### src/rtl/gpio_irq_pkg.sv
package gpio_irq_pkg;

  // Polarity code; the encoding is software-visible.
  typedef enum logic [1:0] {
    POL_LOW  = 2'b00,
    POL_HIGH = 2'b01,
    POL_BOTH = 2'b10,
    POL_RSVD = 2'b11
  } pol_e;

  typedef struct packed {
    logic level;
    pol_e pol;
    logic ien;
    logic unmask;
    logic wen;
  } irq_cfg_t;

  // Field positions in the control/status word.
  localparam int FLD_LEVEL  = 0;
  localparam int FLD_POL    = 1;
  localparam int FLD_IEN    = 3;
  localparam int FLD_UNMASK = 4;
  localparam int FLD_WEN    = 5;
  localparam int FLD_PIN    = 8;
  localparam int FLD_ISTS   = 12;
  localparam int FLD_WSTS   = 13;
  localparam int FLD_TOP    = FLD_WSTS;

endpackage

### src/rtl/gpio_irq_cfg.sv
module gpio_irq_cfg
  import gpio_irq_pkg::*;
#(
  parameter int REG_W = 32
) (
  input  logic             clk,
  input  logic             rst,
  input  logic             wr_en,
  input  logic [REG_W-1:0] wdata,
  output irq_cfg_t         cfg_o,
  output logic             clr_int,
  output logic             clr_wake
);

  irq_cfg_t cfg_q;

  always_ff @(posedge clk) begin
    if (rst) begin
      cfg_q <= '0;
    end else if (wr_en) begin
      cfg_q.level  <= wdata[FLD_LEVEL];
      cfg_q.pol    <= pol_e'(wdata[FLD_POL +: 2]);
      cfg_q.ien    <= wdata[FLD_IEN];
      cfg_q.unmask <= wdata[FLD_UNMASK];
      cfg_q.wen    <= wdata[FLD_WEN];
    end
  end

  assign cfg_o    = cfg_q;
  assign clr_int  = wr_en & wdata[FLD_ISTS];
  assign clr_wake = wr_en & wdata[FLD_WSTS];

  logic unused_wbits;
  assign unused_wbits = ^wdata;

  // without a write the configuration holds
  assert_cfg_hold_R2: assert property (@(posedge clk) disable iff (rst)
    !wr_en |=> $stable(cfg_q));

endmodule

### src/rtl/gpio_irq_detect.sv
module gpio_irq_detect
  import gpio_irq_pkg::*;
(
  input  logic     clk,
  input  logic     rst,
  input  logic     pin_in,
  input  irq_cfg_t cfg,
  output logic     pin_q,
  output logic     event_o
);

  logic rise, fall, lvl_hit, edge_hit;

  // Tracks the pin even in reset so no false edge follows reset release.
  always_ff @(posedge clk) begin
    pin_q <= pin_in;
  end

  assign rise = pin_in & ~pin_q;
  assign fall = ~pin_in & pin_q;

  always_comb begin
    unique case (cfg.pol)
      POL_LOW:  lvl_hit = ~pin_in;
      POL_HIGH: lvl_hit = pin_in;
      default:  lvl_hit = 1'b0;
    endcase
    unique case (cfg.pol)
      POL_LOW:  edge_hit = fall;
      POL_HIGH: edge_hit = rise;
      POL_BOTH: edge_hit = rise | fall;
      default:  edge_hit = 1'b0;
    endcase
  end

  assign event_o = cfg.level ? lvl_hit : edge_hit;

  // the reserved code stays silent
  assert_rsvd_silent_R6: assert property (@(posedge clk) disable iff (rst)
    (cfg.pol == POL_RSVD) |-> !event_o);

  // no event while the pin is steady in edge mode
  assert_edge_steady_R3: assert property (@(posedge clk) disable iff (rst)
    (!cfg.level && pin_in == pin_q) |-> !event_o);

endmodule

### src/rtl/gpio_irq_sticky.sv
module gpio_irq_sticky (
  input  logic clk,
  input  logic rst,
  input  logic set_i,
  input  logic clr_i,
  output logic sts_o
);

  logic sts_q;

  // A set in the same cycle as a clear wins.
  always_ff @(posedge clk) begin
    if (rst) sts_q <= 1'b0;
    else     sts_q <= (sts_q & ~clr_i) | set_i;
  end

  assign sts_o = sts_q;

  // set beats a simultaneous clear
  assert_set_wins_R11: assert property (@(posedge clk) disable iff (rst)
    set_i |=> sts_q);

  // a clear without a set empties the bit
  assert_w1c_R10: assert property (@(posedge clk) disable iff (rst)
    (clr_i && !set_i) |=> !sts_q);

  // a pending bit holds until cleared
  assert_hold_R10: assert property (@(posedge clk) disable iff (rst)
    (sts_q && !clr_i) |=> sts_q);

endmodule

### src/rtl/gpio_irq_pin.sv
module gpio_irq_pin
  import gpio_irq_pkg::*;
#(
  parameter int REG_W       = 32,
  parameter bit IRQ_OUT_REG = 1'b1
) (
  input  logic             clk,
  input  logic             rst,
  input  logic             pin_in,
  input  logic             reg_wr,
  input  logic [REG_W-1:0] reg_wdata,
  output logic [REG_W-1:0] reg_rdata,
  output logic             irq_out
);

  localparam int PAD_W = REG_W - FLD_TOP - 1;

  irq_cfg_t cfg;
  logic     clr_int, clr_wake;
  logic     pin_q, det_event;
  logic     int_sts, wake_sts;
  logic     irq_next;

  gpio_irq_cfg #(.REG_W(REG_W)) u_cfg (
    .clk     (clk),
    .rst     (rst),
    .wr_en   (reg_wr),
    .wdata   (reg_wdata),
    .cfg_o   (cfg),
    .clr_int (clr_int),
    .clr_wake(clr_wake)
  );

  gpio_irq_detect u_det (
    .clk    (clk),
    .rst    (rst),
    .pin_in (pin_in),
    .cfg    (cfg),
    .pin_q  (pin_q),
    .event_o(det_event)
  );

  gpio_irq_sticky u_int_sts (
    .clk  (clk),
    .rst  (rst),
    .set_i(det_event & cfg.ien),
    .clr_i(clr_int),
    .sts_o(int_sts)
  );

  gpio_irq_sticky u_wake_sts (
    .clk  (clk),
    .rst  (rst),
    .set_i(det_event & cfg.wen),
    .clr_i(clr_wake),
    .sts_o(wake_sts)
  );

  assign irq_next = (int_sts & cfg.unmask) | wake_sts;

  generate
    if (IRQ_OUT_REG) begin : g_irq_reg
      logic irq_q;
      always_ff @(posedge clk) begin
        if (rst) irq_q <= 1'b0;
        else     irq_q <= irq_next;
      end
      assign irq_out = irq_q;

      // nothing pending means a quiet line next cycle
      assert_quiet_R13: assert property (@(posedge clk) disable iff (rst)
        (!int_sts && !wake_sts) |=> !irq_out);

      // wake status passes regardless of the mask
      assert_wake_irq_R12: assert property (@(posedge clk) disable iff (rst)
        wake_sts |=> irq_out);
    end else begin : g_irq_comb
      assign irq_out = irq_next;
    end
  endgenerate

  always_comb begin
    reg_rdata                 = '0;
    reg_rdata[FLD_LEVEL]      = cfg.level;
    reg_rdata[FLD_POL +: 2]   = cfg.pol;
    reg_rdata[FLD_IEN]        = cfg.ien;
    reg_rdata[FLD_UNMASK]     = cfg.unmask;
    reg_rdata[FLD_WEN]        = cfg.wen;
    reg_rdata[FLD_PIN]        = pin_q;
    reg_rdata[FLD_ISTS]       = int_sts;
    reg_rdata[FLD_WSTS]       = wake_sts;
    if (PAD_W > 0) reg_rdata[REG_W-1:FLD_TOP+1] = '0;
  end

  // a disabled interrupt never latches
  assert_no_latch_disabled_R8: assert property (@(posedge clk) disable iff (rst)
    (!cfg.ien && !int_sts) |=> !int_sts);

  // an active level keeps the status set
  assert_level_persist_R7: assert property (@(posedge clk) disable iff (rst)
    (cfg.level && cfg.ien && cfg.pol == POL_HIGH && pin_in) |=> int_sts);

endmodule

### config.mk
export PLATFORM = sky130hd
export DESIGN_NAME = gpio_irq_pin
export DESIGN_NICKNAME = d
export VERILOG_FILES = /design/src/rtl/gpio_irq_pkg.sv /design/src/rtl/gpio_irq_cfg.sv /design/src/rtl/gpio_irq_detect.sv /design/src/rtl/gpio_irq_sticky.sv /design/src/rtl/gpio_irq_pin.sv
export SDC_FILE = /design/constraint.sdc
export NUM_CORES = 1
export LEC_CHECK = 0
export CORE_UTILIZATION = 40
export CTS_CLUSTER_DIAMETER = 100
export DETAILED_ROUTE_END_ITERATION = 7
export DONT_BUFFER_PORTS = 1
export SLEW_MARGIN = 20
export SYNTH_ARGS = -nofsm -noshare
export SYNTH_HDL_FRONTEND = slang
export SYNTH_HIERARCHICAL = 1
export SYNTH_SLANG_ARGS = --single-unit
### constraint.sdc
create_clock -name clk -period 3.4 [get_ports clk]
set_input_delay 0.34 -clock clk [delete_from_list [all_inputs] [get_ports clk]]
set_output_delay 0.34 -clock clk [all_outputs]
set_load 0.02 [all_outputs]
==> results.sh <==
export IMPL_cts_sinks=10
export IMPL_path_class="reg2reg"
export IMPL_nets=111
export IMPL_die_h_um=42.4
export IMPL_cts_setup_buffers=0
export IMPL_clk_latency_ps=270
export IMPL_yosysUniqueCellTypes=18
export IMPL_initial_core_util=0.429
export IMPL_antenna_left=0
export IMPL_cts_root_buffer_cell="clkbuf_4"
export IMPL_syn_avg_cell_area_um2=8.95
export IMPL_p_per_area_mw_per_mm2=485
export IMPL_antenna_cells=0
export IMPL_clockBufferDepth=2
export IMPL_grt_pass1_vias=311
export IMPL_finalCritPeriodShare=0.482
export IMPL_rsz0062_at_grt="false"
export IMPL_final_common_cell="conb_1"
export IMPL_p_leak_nw=0.287
export IMPL_wl_um=872
export IMPL_tns_ps=0
export IMPL_ys_seq_elements=10
export IMPL_firstDrtPassIters=2
export IMPL_cts_clk_slew_worst_paths_ps=70
export IMPL_final_core_util=0.384
export IMPL_die_area_mm2=0.00180
export IMPL_io_pins=69
export IMPL_synthCells=73
export IMPL_timing_rr_start="u_det/pin_q$_DFF_P_"
export IMPL_r2r_cells=8
export IMPL_status="complete, no violations"
export IMPL_rows=14
export IMPL_end_kind="flop"
export IMPL_grt_remaining_overflow=0
export IMPL_synthToLayoutAreaGrowth_pct=-10.3
export IMPL_reg2reg_to="u_int_sts/sts_o$_SDFF_PP0_"
export IMPL_grt_pass1_wl_um=1320
export IMPL_fmax_ghz=0.611
export IMPL_drcViolationCount=0
export IMPL_n_fill_cell=174
export IMPL_hold_viol=0
export IMPL_dpl_hpwl_um=661
export IMPL_cp_required_ps=3570
export IMPL_layout_common_cells="23 x conb_1, 10 x dfxtp_1, 7 x nor2_1, 7 x mux2i_1, 4 x inv_1"
export IMPL_ctsResizeCount=0
export IMPL_grt_max_degree=10
export IMPL_track_usage=0.108
export IMPL_ir_drop_v=0.000203
export IMPL_gp_congestion=0.647
export IMPL_vias=369
export IMPL_crit_path_start_kind="flop"
export IMPL_numCtsBuffers=3
export IMPL_clock_skew_ps=2.67
export IMPL_crit_start="u_det/pin_q$_DFF_P_"
export IMPL_seq_area_frac_synth=0.307
export IMPL_layout_min_cycle_time_ps=1640
export IMPL_arrival_ps=1810
export IMPL_drv_slew=0
export IMPL_drive_above_1_share=0.111
export IMPL_numPortBuffers=0
export IMPL_cp_max_fo=3
export IMPL_drt_iter0_markers=2
export IMPL_antenna_found_initial=0
export IMPL_routedWlPerCell_um=9.91
export IMPL_hold_buffers=0
export IMPL_die_width_um=42.4
export IMPL_hold_class="in2reg"
export IMPL_ys_warn_count=6
export IMPL_cp_endpoint="u_int_sts/sts_o$_SDFF_PP0_"
export IMPL_cts_tree="done"
export IMPL_synth_area_um2=653
export IMPL_core_mm2=0.00152
export IMPL_htreeDepth=1
export IMPL_setup_violations=0
export IMPL_cap_violations=0
export IMPL_avgViaCountPerCell=4.19
export IMPL_worst_r2r_setup_slack_ps=1760
-- routing by layer --
| metal | up-vias | global-route usage | share of wire | wire length, um |
|---|---|---|---|---|
| met1 | 162 | 0.100 | 0.37 | 324 |
| met2 | 25 | 0.157 | 0.46 | 403 |
| met4 | 0 | 0.0563 | 0.014 | 12 |
| li1 | 179 | - | - | - |
| met3 | 3 | 0.103 | 0.15 | 131 |
| met5 | - | 0 | 0 | 0 |
-- worst max-delay path, stage by stage, from the launching register on --
cell	delay, ps
dfxtp_1	460
inv_1	70
ha_1	180
mux2i_1	120
nor3b_1	60
or3_1	370
and2_1	160
inv_1	60
a21oi_2	40
-- stage by stage --
step           cell area [um2]  setup WS, ps  hold WS (ps)  cells  power (mW)
2_1_floorplan              736          1950           368     95       0.199
3_3_place_gp               549          1770           368     84       0.177
3_5_place_dp               549          1760           368     84       0.178
4_1_cts                    586          1750          79.3     88       0.291
5_1_grt                    586          1650          69.7     88       0.301
6_report                   586          1760          91.2     88       0.284
-- synth_stat cells --
library cell	n	area share
a211oi_1	1	0.011
a21oi_1	1	0.0077
a21oi_2	2	0.027
and2_1	2	0.019
and2_2	2	0.023
buf_4	26	0.30
buf_6	1	0.017
conb_1	1	0.0057
dfxtp_1	10	0.31
ha_1	2	0.038
inv_1	4	0.023
mux2i_1	7	0.11
nand2b_1	3	0.029
nor2_1	7	0.040
nor3b_1	1	0.011
nor4b_1	1	0.013
or2b_1	1	0.011
or3_1	1	0.0096
-- worst min-delay path by stage --
stage | from | end | slack, ps | cells after the start
5_1_grt | pin_in | u_det/pin_q$_DFF_P_ | 70 | 0
6_report | pin_in | u_det/pin_q$_DFF_P_ | 90 | 0
2_1_floorplan | pin_in | u_det/pin_q$_DFF_P_ | 370 | 0
3_3_place_gp | pin_in | u_det/pin_q$_DFF_P_ | 370 | 0
3_5_place_dp | pin_in | u_det/pin_q$_DFF_P_ | 370 | 0
4_1_cts | pin_in | u_det/pin_q$_DFF_P_ | 80 | 0
-- final cells by class --
type	instances	area, um2	area share
flip-flops and latches	10	200	0.342
inverters	4	15.0	0.0256
multi-input cells	54	314	0.536
clock buffers	4	36.3	0.0620
well taps	16	20.0	0.0342
-- registers in the layout, summed over array words and instances (netlist names) --
signal and cells:
u_det/pin_q 1, irq_out 1, u_int_sts/sts_o 1, u_wake_sts/sts_o 1
u_cfg/cfg_o 6
-- cells by family (layout without fill, tap and decap cells) --
family	count (synthesis)	after routing	share of synthesized area
buffers and inverters	31	8	0.339
and+or+nand+nor	18	18	0.157
DFF	10	10	0.307
muxes	7	7	0.107
AOI/OAI and AO/OA	4	4	0.0460
adders and majority gates	2	2	0.0383
other	1	23	0.00574
-- report_power, final --
part	internal, mW	switching, mW	total [mW]
Clock	0.0651	0.0436	0.109
Combinational	0.0107	0.0284	0.0391
Sequential	0.123	0.0132	0.136
No activity file was read; power rests on OpenSTA's default activity.
